[config.mk]
export PLATFORM = sky130hd
export DESIGN_NAME = flash_guard
export DESIGN_NICKNAME = d
export VERILOG_FILES = /design/src/rtl/fg_pkg.sv /design/src/rtl/fg_region_dec.sv /design/src/rtl/fg_rop_ctrl.sv /design/src/rtl/fg_policy.sv /design/src/rtl/flash_guard.sv
export SDC_FILE = /design/constraint.sdc
export NUM_CORES = 1
export LEC_CHECK = 0
export ABC_AREA = 1
export ABC_CLOCK_PERIOD_IN_PS = 2800
export CORE_MARGIN = 3
export CORE_UTILIZATION = 38
export CTS_BUF_LIST = sky130_fd_sc_hd__clkbuf_8
export DETAILED_ROUTE_END_ITERATION = 10
export HOLD_SLACK_MARGIN = 0.03
export PLACE_DENSITY_LB_ADDON = 0.2
export REMOVE_ABC_BUFFERS = 1
export SLEW_MARGIN = 15
export SYNTH_ARGS = -nofsm -noshare
export SYNTH_HDL_FRONTEND = slang
export SYNTH_HIERARCHICAL = 1
export SYNTH_SLANG_ARGS = --single-unit
[constraint.sdc]
create_clock -name clk -period 2.8 [get_ports clk]
set_input_delay 0.56 -clock clk [delete_from_list [all_inputs] [get_ports clk]]
set_output_delay 0.56 -clock clk [all_outputs]
set_load 0.05 [all_outputs]
[src/rtl/fg_pkg.sv]
package fg_pkg;

  typedef enum logic [1:0] {
    MODE_RUN = 2'd0,
    MODE_IAP = 2'd1,
    MODE_ICP = 2'd2,
    MODE_DBG = 2'd3
  } acc_mode_e;

  typedef enum logic [1:0] {
    RGN_NONE = 2'd0,
    RGN_PROG = 2'd1,
    RGN_EE   = 2'd2,
    RGN_OPT  = 2'd3
  } region_e;

  typedef enum logic [1:0] {
    ROP_OFF   = 2'd0,
    ROP_ON    = 2'd1,
    ROP_ERASE = 2'd2
  } rop_state_e;

  typedef struct packed {
    region_e rgn;
    logic    boot_hit;
  } decode_t;

  // Requested page count forced into 1..max_pages.
  function automatic int unsigned clamp_pages(input int unsigned req,
                                              input int unsigned max_pages);
    if (req == 0) return 1;
    if (req > max_pages) return max_pages;
    return req;
  endfunction

  // Offset from program base lies inside the boot-code area.
  function automatic logic in_boot(input int unsigned offset,
                                   input int unsigned pages,
                                   input int unsigned page_bytes);
    return offset < pages * page_bytes;
  endfunction

  // Byte window test: base <= addr < base + size.
  function automatic logic in_window(input int unsigned addr,
                                     input int unsigned base,
                                     input int unsigned size);
    return (addr >= base) && (addr < base + size);
  endfunction

endpackage

[src/rtl/fg_region_dec.sv]
module fg_region_dec
  import fg_pkg::*;
#(
  parameter int unsigned ADDR_W     = 16,
  parameter int unsigned PAGE_W     = 8,
  parameter int unsigned PAGE_BYTES = 64,
  parameter int unsigned PROG_PAGES = 128,
  parameter int unsigned PROG_BASE  = 32'h8000,
  parameter int unsigned EE_BASE    = 32'h4000,
  parameter int unsigned EE_BYTES   = 128,
  parameter int unsigned OPT_BASE   = 32'h4800,
  parameter int unsigned OPT_BYTES  = 64
) (
  input  logic [ADDR_W-1:0] addr,
  input  logic [PAGE_W-1:0] boot_pages,
  output decode_t           dec
);
  localparam int unsigned PROG_BYTES = PROG_PAGES * PAGE_BYTES;

  logic [31:0] a32;
  logic        prog_hit, ee_hit, opt_hit;
  int unsigned eff_pages;

  assign a32       = 32'(addr);
  assign prog_hit  = in_window(a32, PROG_BASE, PROG_BYTES);
  assign ee_hit    = in_window(a32, EE_BASE, EE_BYTES);
  assign opt_hit   = in_window(a32, OPT_BASE, OPT_BYTES);
  assign eff_pages = clamp_pages(32'(boot_pages), PROG_PAGES);

  always_comb begin
    dec.rgn      = RGN_NONE;
    dec.boot_hit = 1'b0;
    if (prog_hit) begin
      dec.rgn      = RGN_PROG;
      dec.boot_hit = in_boot(a32 - PROG_BASE, eff_pages, PAGE_BYTES);
    end else if (ee_hit) begin
      dec.rgn = RGN_EE;
    end else if (opt_hit) begin
      dec.rgn = RGN_OPT;
    end
  end

  // boot area never extends past program memory, and only program hits flag it
  always_comb begin
    a_r3_boot_inside_prog: assert (!dec.boot_hit || dec.rgn == RGN_PROG)
      else $error("boot hit outside program memory");
  end

endmodule

[src/rtl/fg_rop_ctrl.sv]
module fg_rop_ctrl
  import fg_pkg::*;
(
  input  logic clk,
  input  logic rst_n,
  input  logic set_req,
  input  logic clr_req,
  input  logic erase_done,
  output logic rop_active,
  output logic erasing,
  output logic mass_erase
);
  rop_state_e state;
  logic       change_req;

  assign change_req = set_req || clr_req;

  always_ff @(posedge clk) begin
    if (!rst_n) begin
      state      <= ROP_OFF;
      mass_erase <= 1'b0;
    end else begin
      mass_erase <= 1'b0;
      unique case (state)
        ROP_OFF:   if (set_req) state <= ROP_ON;
        ROP_ON: begin
          if (change_req) begin
            state      <= ROP_ERASE;
            mass_erase <= 1'b1;
          end
        end
        ROP_ERASE: if (erase_done) state <= ROP_OFF;
        default:   state <= ROP_OFF;
      endcase
    end
  end

  assign rop_active = (state != ROP_OFF);
  assign erasing    = (state == ROP_ERASE);

  // erase trigger lasts a single cycle
  a_r9_pulse_one_cycle: assert property (@(posedge clk) disable iff (!rst_n)
    mass_erase |=> !mass_erase);

  // flag drops only after the erase-done report
  a_r9_clear_after_done: assert property (@(posedge clk) disable iff (!rst_n)
    $fell(rop_active) |-> $past(erase_done));

  // arming never comes with an erase
  a_r8_arm_without_erase: assert property (@(posedge clk) disable iff (!rst_n)
    $rose(rop_active) |-> !mass_erase);

  // no second pulse while an erase is pending
  a_r10_no_repulse: assert property (@(posedge clk) disable iff (!rst_n)
    erasing && mass_erase |=> !mass_erase);

  // a pulse always leaves the block in the erase wait
  a_r9_pulse_enters_wait: assert property (@(posedge clk) disable iff (!rst_n)
    mass_erase |-> erasing && rop_active);

endmodule

[src/rtl/fg_policy.sv]
module fg_policy
  import fg_pkg::*;
(
  input  acc_mode_e mode,
  input  logic      write,
  input  decode_t   dec,
  input  logic      pm_unlocked,
  input  logic      ee_unlocked,
  input  logic      rop_active,
  input  logic      erasing,
  output logic      allow
);
  logic key_ok;

  assign key_ok = (dec.rgn == RGN_PROG) ? pm_unlocked : ee_unlocked;

  always_comb begin
    allow = 1'b0;
    if (!erasing) begin
      unique case (dec.rgn)
        RGN_NONE: allow = 1'b0;
        RGN_OPT:  allow = !write;
        default: begin
          unique case (mode)
            MODE_RUN: allow = !write;
            MODE_IAP: begin
              if (!write)                    allow = 1'b1;
              else if (dec.rgn == RGN_PROG)  allow = pm_unlocked && !dec.boot_hit;
              else                           allow = ee_unlocked;
            end
            default: begin
              if (rop_active)  allow = 1'b0;
              else if (!write) allow = 1'b1;
              else             allow = key_ok;
            end
          endcase
        end
      endcase
    end
  end

  // nothing passes during an erase wait
  always_comb begin
    a_r10_erase_blocks_all: assert (!(erasing && allow))
      else $error("access allowed during erase");
  end

endmodule

[src/rtl/flash_guard.sv]
module flash_guard
  import fg_pkg::*;
#(
  parameter int unsigned ADDR_W     = 16,
  parameter int unsigned PAGE_W     = 8,
  parameter int unsigned PAGE_BYTES = 64,
  parameter int unsigned PROG_PAGES = 128,
  parameter int unsigned PROG_BASE  = 32'h8000,
  parameter int unsigned EE_BASE    = 32'h4000,
  parameter int unsigned EE_BYTES   = 128,
  parameter int unsigned OPT_BASE   = 32'h4800,
  parameter int unsigned OPT_BYTES  = 64
) (
  input  logic              clk,
  input  logic              rst_n,
  input  logic              acc_valid,
  input  logic [ADDR_W-1:0] acc_addr,
  input  logic              acc_write,
  input  logic [1:0]        acc_mode,
  input  logic [PAGE_W-1:0] boot_pages,
  input  logic              pm_unlocked,
  input  logic              ee_unlocked,
  input  logic              rop_set_req,
  input  logic              rop_clr_req,
  input  logic              erase_done,
  input  logic              wp_err_clr,
  output logic              acc_grant,
  output logic              acc_deny,
  output logic              mass_erase,
  output logic              rop_active,
  output logic              wp_err
);
  decode_t   dec;
  acc_mode_e mode;
  logic      allow;
  logic      erasing;
  logic      wp_set;

  assign mode = acc_mode_e'(acc_mode);

  fg_region_dec #(
    .ADDR_W(ADDR_W), .PAGE_W(PAGE_W), .PAGE_BYTES(PAGE_BYTES),
    .PROG_PAGES(PROG_PAGES), .PROG_BASE(PROG_BASE),
    .EE_BASE(EE_BASE), .EE_BYTES(EE_BYTES),
    .OPT_BASE(OPT_BASE), .OPT_BYTES(OPT_BYTES)
  ) u_dec (
    .addr(acc_addr), .boot_pages(boot_pages), .dec(dec)
  );

  fg_rop_ctrl u_rop (
    .clk(clk), .rst_n(rst_n),
    .set_req(rop_set_req), .clr_req(rop_clr_req), .erase_done(erase_done),
    .rop_active(rop_active), .erasing(erasing), .mass_erase(mass_erase)
  );

  fg_policy u_pol (
    .mode(mode), .write(acc_write), .dec(dec),
    .pm_unlocked(pm_unlocked), .ee_unlocked(ee_unlocked),
    .rop_active(rop_active), .erasing(erasing), .allow(allow)
  );

  assign wp_set = acc_valid && acc_write && !allow;

  always_ff @(posedge clk) begin
    if (!rst_n) begin
      acc_grant <= 1'b0;
      acc_deny  <= 1'b0;
      wp_err    <= 1'b0;
    end else begin
      acc_grant <= acc_valid && allow;
      acc_deny  <= acc_valid && !allow;
      if (wp_set)          wp_err <= 1'b1;
      else if (wp_err_clr) wp_err <= 1'b0;
    end
  end

  // one answer per request, none without
  a_r1_one_answer: assert property (@(posedge clk) disable iff (!rst_n)
    acc_valid |=> (acc_grant != acc_deny));
  a_r1_quiet_idle: assert property (@(posedge clk) disable iff (!rst_n)
    !acc_valid |=> !acc_grant && !acc_deny);

  // boot-area writes in IAP are refused even with keys accepted
  a_r4_boot_locked: assert property (@(posedge clk) disable iff (!rst_n)
    acc_valid && acc_write && acc_mode == 2'd1 && dec.boot_hit |=> acc_deny);

  // protection shuts out programming and debug access to both memories
  a_r6_rop_lockout: assert property (@(posedge clk) disable iff (!rst_n)
    acc_valid && rop_active && acc_mode[1] &&
    (dec.rgn == RGN_PROG || dec.rgn == RGN_EE) |=> acc_deny);

  // run-mode reads of mapped memory pass when no erase is pending
  a_r2_run_read: assert property (@(posedge clk) disable iff (!rst_n)
    acc_valid && !acc_write && acc_mode == 2'd0 && !erasing &&
    dec.rgn != RGN_NONE |=> acc_grant);

  // denied write sets the flag; it holds until cleared
  a_r11_set_on_deny: assert property (@(posedge clk) disable iff (!rst_n)
    acc_valid && acc_write && !allow |=> wp_err);
  a_r11_sticky: assert property (@(posedge clk) disable iff (!rst_n)
    wp_err && !wp_err_clr |=> wp_err);

endmodule

**Word level (Yosys, flattened, before mapping)**

Index checks and enable logic that the tools add are counted.

- Register bits after elaboration: 6
- Output and inout bits: 5
- Word-level logic and storage cells: 68

- Add/subtract/negate cells: 1
- Order comparisons: 8
- Equality and inequality tests: 8
- Multiplexer cells: 26
- Reduce and logical (&&, ||, !) cells: 20

Operators by type and width:

| kind | count |
|---|---|
| $ge 16x15->1 const B | 2 |
| $lt 16x15->1 const B | 2 |
| $lt 32x32->1 | 1 |
| $mux 26 | 1 |
| $sub 16x16->17 const B | 1 |
| $ge 16x16->1 const B | 1 |
| $lt 16x16->1 const B | 1 |
| $mux 8 | 2 |
| $mux 1 | 14 |
| $mux 2 | 6 |
| $gt 8x8->1 const B | 1 |
| $logic_and 1x1->1 | 8 |
| $logic_not 8->1 | 1 |
| $eq 2x1->1 const B | 3 |
| $logic_not 2->1 | 3 |
| $pmux 2 s3 | 1 |
| $eq 2x2->1 const B | 2 |
| $ne 2x2->1 const B | 2 |
| $pmux 1 s2 | 2 |
| $reduce_bool 2->1 | 2 |
| $logic_not 1->1 | 3 |
| $reduce_and 3->1 | 1 |
| $ne 2x1->1 const B | 1 |
| $reduce_and 2->1 | 1 |
| $logic_or 1x1->1 | 1 |

**Logic depth before layout (Yosys ltp)**

Gate-level depths: netlist (run 1).

- Depth in word-level cells: 17
- Mapped depth: 18
- Depth with buffers taken out: 18

**Cells and area by module**

The synthesis (run 1) kept the hierarchy.

By module, submodules not included:

| module | times used | cells each | area each (µm²) | seq. area each (µm²) |
|---|---|---|---|---|
| fg_region_dec | 1 | 53 | 322.8 | 0.0 |
| fg_rop_ctrl | 1 | 23 | 138.9 | 60.1 |
| flash_guard | 1 | 11 | 103.8 | 60.1 |
| fg_policy | 1 | 20 | 100.1 | 0.0 |

**Worst setup path before layout (run 1)**

No wires, ideal clock.

- Path kind: input-to-reg
- Start: in boot_pages[4]
- End: reg acc_grant
- Library setup time: 0.073 ns
- Arrival time: 2.227 ns
- Setup slack: 0.500 ns
- Stages on the path: 17
- Cell sequence: nor2_2 > nand2_2 > o21ai_4 > nand2_1 > ha_1 > nand2_1 > o21ai_0 > a21oi_2 > nand2_1 > nor2_2 > nand2_1 > nand2_1 > nand2_1 > nand2_1 > a21oi_2 > inv_1 > nor3_2

RTL lines:

| item | RTL line | text |
|---|---|---|
| start: declaration | flash_guard.sv:20 | `input logic [PAGE_W-1:0] boot_pages,` |
| end signal: assignment | flash_guard.sv:70 | `acc_grant <= acc_valid && allow;` |
| end: declaration | flash_guard.sv:27 | `output logic acc_grant,` |

==> flow_metrics.tcl, run 1 <==
set metrics [dict create \
    hold_viol_final 0 \
    area_growth_pct 77.3 \
    crit_arrival_ns 2.69 \
    dr_wl_met2_um 826 \
    outcome "finished clean" \
    fillers 129 \
    period_needed_ns 2.58 \
    port_buffers 34 \
    crit_chain "clkdlybuf4s50_1 > or3_1 > o41ai_1 > ha_1 > nand2_1 > nand3_1 > a21oi_2 > inv_2 > nand4_1 > nand2_1" \
    cts.path.max_buffers 2 \
    die_area_um2 2290 \
    cts_tree "done" \
    cts_max_level 1 \
    yosysMostFrequentCell "nand2_1" \
    routedWlPerCell_um 10.2 \
    initial_core_util 0.422 \
    yosysUniqueCellTypes 22 \
    slew_headroom 0.662 \
    dp_hpwl_um 1380 \
    clock_latency_ns 0.22 \
    grt_max_degree 6 \
    final_util 0.748 \
    num_rows 14 \
    setup_viol 0 \
    overflow 0 \
    crit_top_cell "nand2_1" \
    drive_above_1_share 0.209 \
    synth_ff_type "dfxtp_1" \
    crit_slowest_cell "clkdlybuf4s50_1" \
    syn_area_per_cell_um2 6.22 \
    grt_pass1_wl_um 2280 \
    drc_errors 0 \
    cp-start-kind "input port" \
    ys_top_cells_by_count "33 x nand2_1, 20 x inv_1, 11 x nor2_1" \
    num_antenna_cells 0 \
    cp_top_family "simple AND/OR/NAND/NOR gates" \
    wl_met1_um 713 \
    cp-end-kind "register" \
    dieWidth_um 47.9 \
    drv_slew 0 \
    drv_cap 0 \
    fp.coreArea_um2 1580 \
    path_clk_slew_ns 0.04 \
    synth_area_leaders "nand2_1 19%, dfxtp_1 18%, ha_1 17%" \
    grt_usage 0.140 \
    synth-async-reset-ratio 0 \
    cts_root_buffer "clkbuf_8" \
    p_leak_nw 0.598 \
    max_freq_mhz 388 \
    vias 791 \
    postSynthCellCount 107 \
    crit_fanout 2 \
    layout.nets 195 \
    cts.sinks 6 \
    first_pass_iters 4 \
    grt_pass1_vias 608 \
    slowest_delay_ns 0.46 \
    hold_buffers 0 \
    cts_buffers 3 \
    synth_top_area_cell "nand2_1" \
    synth-seq-cells 6 \
    path_buf_inv 2 \
    antenna_found_initial 0 \
    yosys_warnings 6 \
    ant_nets 0 \
    first_iter_violations 22 \
    place_congestion 0.788 \
    viasPerCell 4.82 \
    io_pins 41 \
    fin_crit_sh 0.921 \
    powerDensity_nw_per_um2 313 \
    regArea_um2 120 \
    synth_edf_count 0 \
    finalPower_w 0.000369 \
    required_ns 2.91 \
    worstSetupPathType "in2reg" \
    tightest_slew_ns 0.506 \
    ir_worst_vdd_uv 495 \
    hold_class "reg2reg" \
    routed-wl-met3_um 130 \
    chipHeight_um 47.9 \
    top_layer "met3" \
    synth.cell_area_um2 666 \
    synth_top_area_frac 0.186 \
    wl_um 1670 \
    synth-seq-area-share 0.180 \
    finClkSkew_ns 0.00364 \
    multi_input_area_um2 527 \
]
## report_power, final
group          total (W)  internal, W  switching [W]
clock           0.000126    0.0000921      0.0000344
combinational   0.000149    0.0000753      0.0000734
sequential     0.0000940    0.0000913     0.00000269
total           0.000369     0.000259       0.000110
## worst min-delay path, stage by stage, from the launching register on
cell and delay, ns:
dfxtp_1 0.30, nand3b_1 0.07, nand2_1 0.05
## layout by cell type (no fill, tap or decap), types with 2 or more instances in the layout
master and n:
dfxtp_1 6, nor3_2 2, ha_4 3, nor2_2 3
nand2_2 5, clkbuf_8 3, ha_1 6, nand2_1 29
nand3_1 5, a21oi_2 4, inv_1 19, nor2_1 11
dlymetal6s2s_1 6, buf_4 3, clkdlybuf4s50_1 28, inv_2 3
## per-layer routing
layer	track usage	vias up
met3	0.0677	0
met2	0.235	29
li1	-	422
met5	0	-
met4	0	0
met1	0.174	340
## sequential cells by signal (all words and copies together), names as in the netlist
| register | flops |
|---|---|
| acc_grant | 1 |
| acc_deny | 1 |
| u_rop/mass_erase | 1 |
| wp_err | 1 |
| u_rop/state | 2 |
## final timing paths
path | endpoint | depth (start not counted) | slack (ns) | from
worst max-delay path | wp_err$_SDFFE_PN0P_ | 10 | 0.22 | acc_addr[9]
worst min-delay path | wp_err$_SDFFE_PN0P_ | 2 | 0.46 | wp_err$_SDFFE_PN0P_
worst max register to register | wp_err$_SDFFE_PN0P_ | 8 | 1.72 | u_rop/state[0]$_SDFFE_PN0P_
worst min register to register | wp_err$_SDFFE_PN0P_ | 2 | 0.46 | wp_err$_SDFFE_PN0P_
## layout make-up
class	count	area share
repair buffers	38	0.330
flip-flops and latches	6	0.102
multi-input cells	79	0.446
inverters	22	0.0700
clock buffers	3	0.0350
well taps	16	0.0170
## cells by family after synthesis
kind of cell | after synthesis | synth area share
buffers and inverters | 22 | 0.124
AND/OR/NAND/NOR | 60 | 0.406
adder cells (fa/ha/maj) | 9 | 0.169
flip-flops | 6 | 0.180
AO/OA/AOI/OAI | 10 | 0.120
## what timing repair did
action / in CTS / in global routing
setup buffers: 0 / 1
endpoints found under the setup margin: 0 / 3
gates resized for setup: 0 / 20
## metrics by stage
| step | area (um^2) | hold slack [ns] | instances | setup TNS [ns] | setup slack, ns |
|---|---|---|---|---|---|
| after floorplan | 666 | 0.504 | 107 | 0 | 0.500 |
| after global placement | 1050 | 0.457 | 160 | -0.281 | -0.136 |
| after detailed placement | 1050 | 0.459 | 160 | -0.478 | -0.218 |
| after CTS | 1090 | 0.466 | 163 | 0 | 0.0112 |
| after global routing | 1180 | 0.483 | 164 | -0.0633 | -0.0578 |
| final | 1180 | 0.463 | 164 | 0 | 0.221 |
Power figures use the tool's default switching activity.
==> run 2, diff against run 1 <==
Settings changed: ABC_CLOCK_PERIOD_IN_PS 2800 to not set, SLEW_MARGIN 15 to not set.
==> results of run 2 <==
Same layout as run 1: the final DEF is identical, and so are final timing and power.
==> run 3, diff against run 2 <==
Settings changed: CORE_MARGIN 3 to 2.
==> flow_metrics.tcl, run 3 (synthesized netlist as in run 1, its figures left out) <==
set metrics [dict create \
    path_clk_slew_ns 0.04 \
    dp.cells 163 \
    drv_slew 0 \
    wl_um 1720 \
    slew_headroom 0.648 \
    grt.busiest_layer "met2" \
    num_antenna_cells 0 \
    grtUsageMet2 0.311 \
    ant_nets 0 \
    grtUsageMet1 0.181 \
    cp-end-kind "register" \
    dp_hpwl_um 1350 \
    tightest_slew_ns 0.521 \
    cp-start-kind "input port" \
    period_needed_ns 2.63 \
    place_congestion 0.774 \
    setup_viol 0 \
    chipHeight_um 45.9 \
    hold_class "reg2reg" \
    largest_register_ffs 2 \
    cts.sinks 6 \
    grt_pass1_vias 706 \
    cts_root_buffer "clkbuf_8" \
    cts.path.max_buffers 2 \
    viasPerCell 4.84 \
    p_leak_nw 0.601 \
    finalSetupTns_ns 0 \
    crit_slowest_cell "o41ai_1" \
    fin_cells 166 \
    port_buffers 34 \
    routedWlPerCell_um 10.3 \
    hold_viol_final 0 \
    finClkSkew_ns 0.00367 \
    first_pass_iters 4 \
    crit_chain "clkdlybuf4s50_1 > or3_1 > o41ai_1 > ha_1 > nand2_1 > nand3_1 > a21oi_2 > inv_2 > nand4_1 > nand2_1" \
    layout.nets 196 \
    overflow 0 \
    crit_fanout 2 \
    required_ns 2.91 \
    worst_slack_ns 0.172 \
    drc_errors 0 \
    grt_max_degree 6 \
    layout_common_cells "28 x nand2_1, 28 x clkdlybuf4s50_1, 19 x inv_1" \
    slowest_delay_ns 0.46 \
    clock_latency_ns 0.22 \
    use_met3 0.0714 \
    worstSetupPathType "in2reg" \
    antenna_found_initial 0 \
    cts_max_level 1 \
    grt_pass1_wl_um 2560 \
    num_rows 15 \
    dp_slack_ns -0.153 \
    crit_top_cell "nand2_1" \
    vias 803 \
    cts_buffers 3 \
    crit_arrival_ns 2.74 \
    max_freq_mhz 381 \
    first_iter_violations 13 \
    cts_tree "done" \
    area_growth_pct 78.8 \
    cts_setup_buffers 0 \
    ir_worst_vdd_uv 258 \
    dieWidth_um 45.9 \
    drv_cap 0 \
    powerDensity_nw_per_um2 314 \
    outcome "finished clean" \
    grt_usage 0.168 \
    fp.coreArea_um2 1690 \
    fin_crit_sh 0.939 \
    hold_buffers 0 \
    cts_resized 0 \
    io_pins 41 \
    largest_register "u_rop/state" \
    die_area_um2 2100 \
    initial_core_util 0.394 \
    drive_above_1_share 0.228 \
]
run 3: layout make-up:
type                       instances  area (um^2)
tap                               17         21.3
clock buffer                       3         41.3
fill                             146          499
timing repair buffer              39          393
sequential                         6          120
multi-input combinational         79          532
inverter                          22         82.6
run 3: through the flow:
stage | utilization | hold slack, ns | power [W] | instance area (um^2)
after floorplan | - | 0.504 | 0.000161 | 666
after global placement | 0.630 | 0.459 | 0.000227 | 1060
after detailed placement | 0.630 | 0.468 | 0.000230 | 1060
after CTS | 0.655 | 0.502 | 0.000364 | 1110
after global routing | 0.704 | 0.531 | 0.000397 | 1190
final | 0.704 | 0.500 | 0.000374 | 1190
run 3: path summary, 6_finish.rpt:
kind,start,endpoint,slack [ns],cells past startpoint
hold / removal,wp_err$_SDFFE_PN0P_,wp_err$_SDFFE_PN0P_,0.50,2
hold reg to reg,wp_err$_SDFFE_PN0P_,wp_err$_SDFFE_PN0P_,0.50,2
setup / recovery,acc_addr[9],wp_err$_SDFFE_PN0P_,0.17,10
setup reg to reg,u_rop/state[0]$_SDFFE_PN0P_,wp_err$_SDFFE_PN0P_,1.75,8
run 3: worst max-delay path, delay by kind of cell:
kind            cells  cell delay (ns)
fa+ha+maj           1             0.34
compound gates      2             0.61
buf+inv             2             0.50
simple gates        5             0.73
run 3: report_power, final:
part           internal, W  switching, W
clock            0.0000924     0.0000372
combinational    0.0000758     0.0000745
sequential       0.0000912    0.00000305
total             0.000259      0.000115
run 3: metal layers:
layer	wire length (um)	vias to the layer above	share of wire
li1	-	420	-
met3	98	2	0.057
met1	712	356	0.42
met4	14	0	0.0082
met2	889	25	0.52
met5	0	-	0
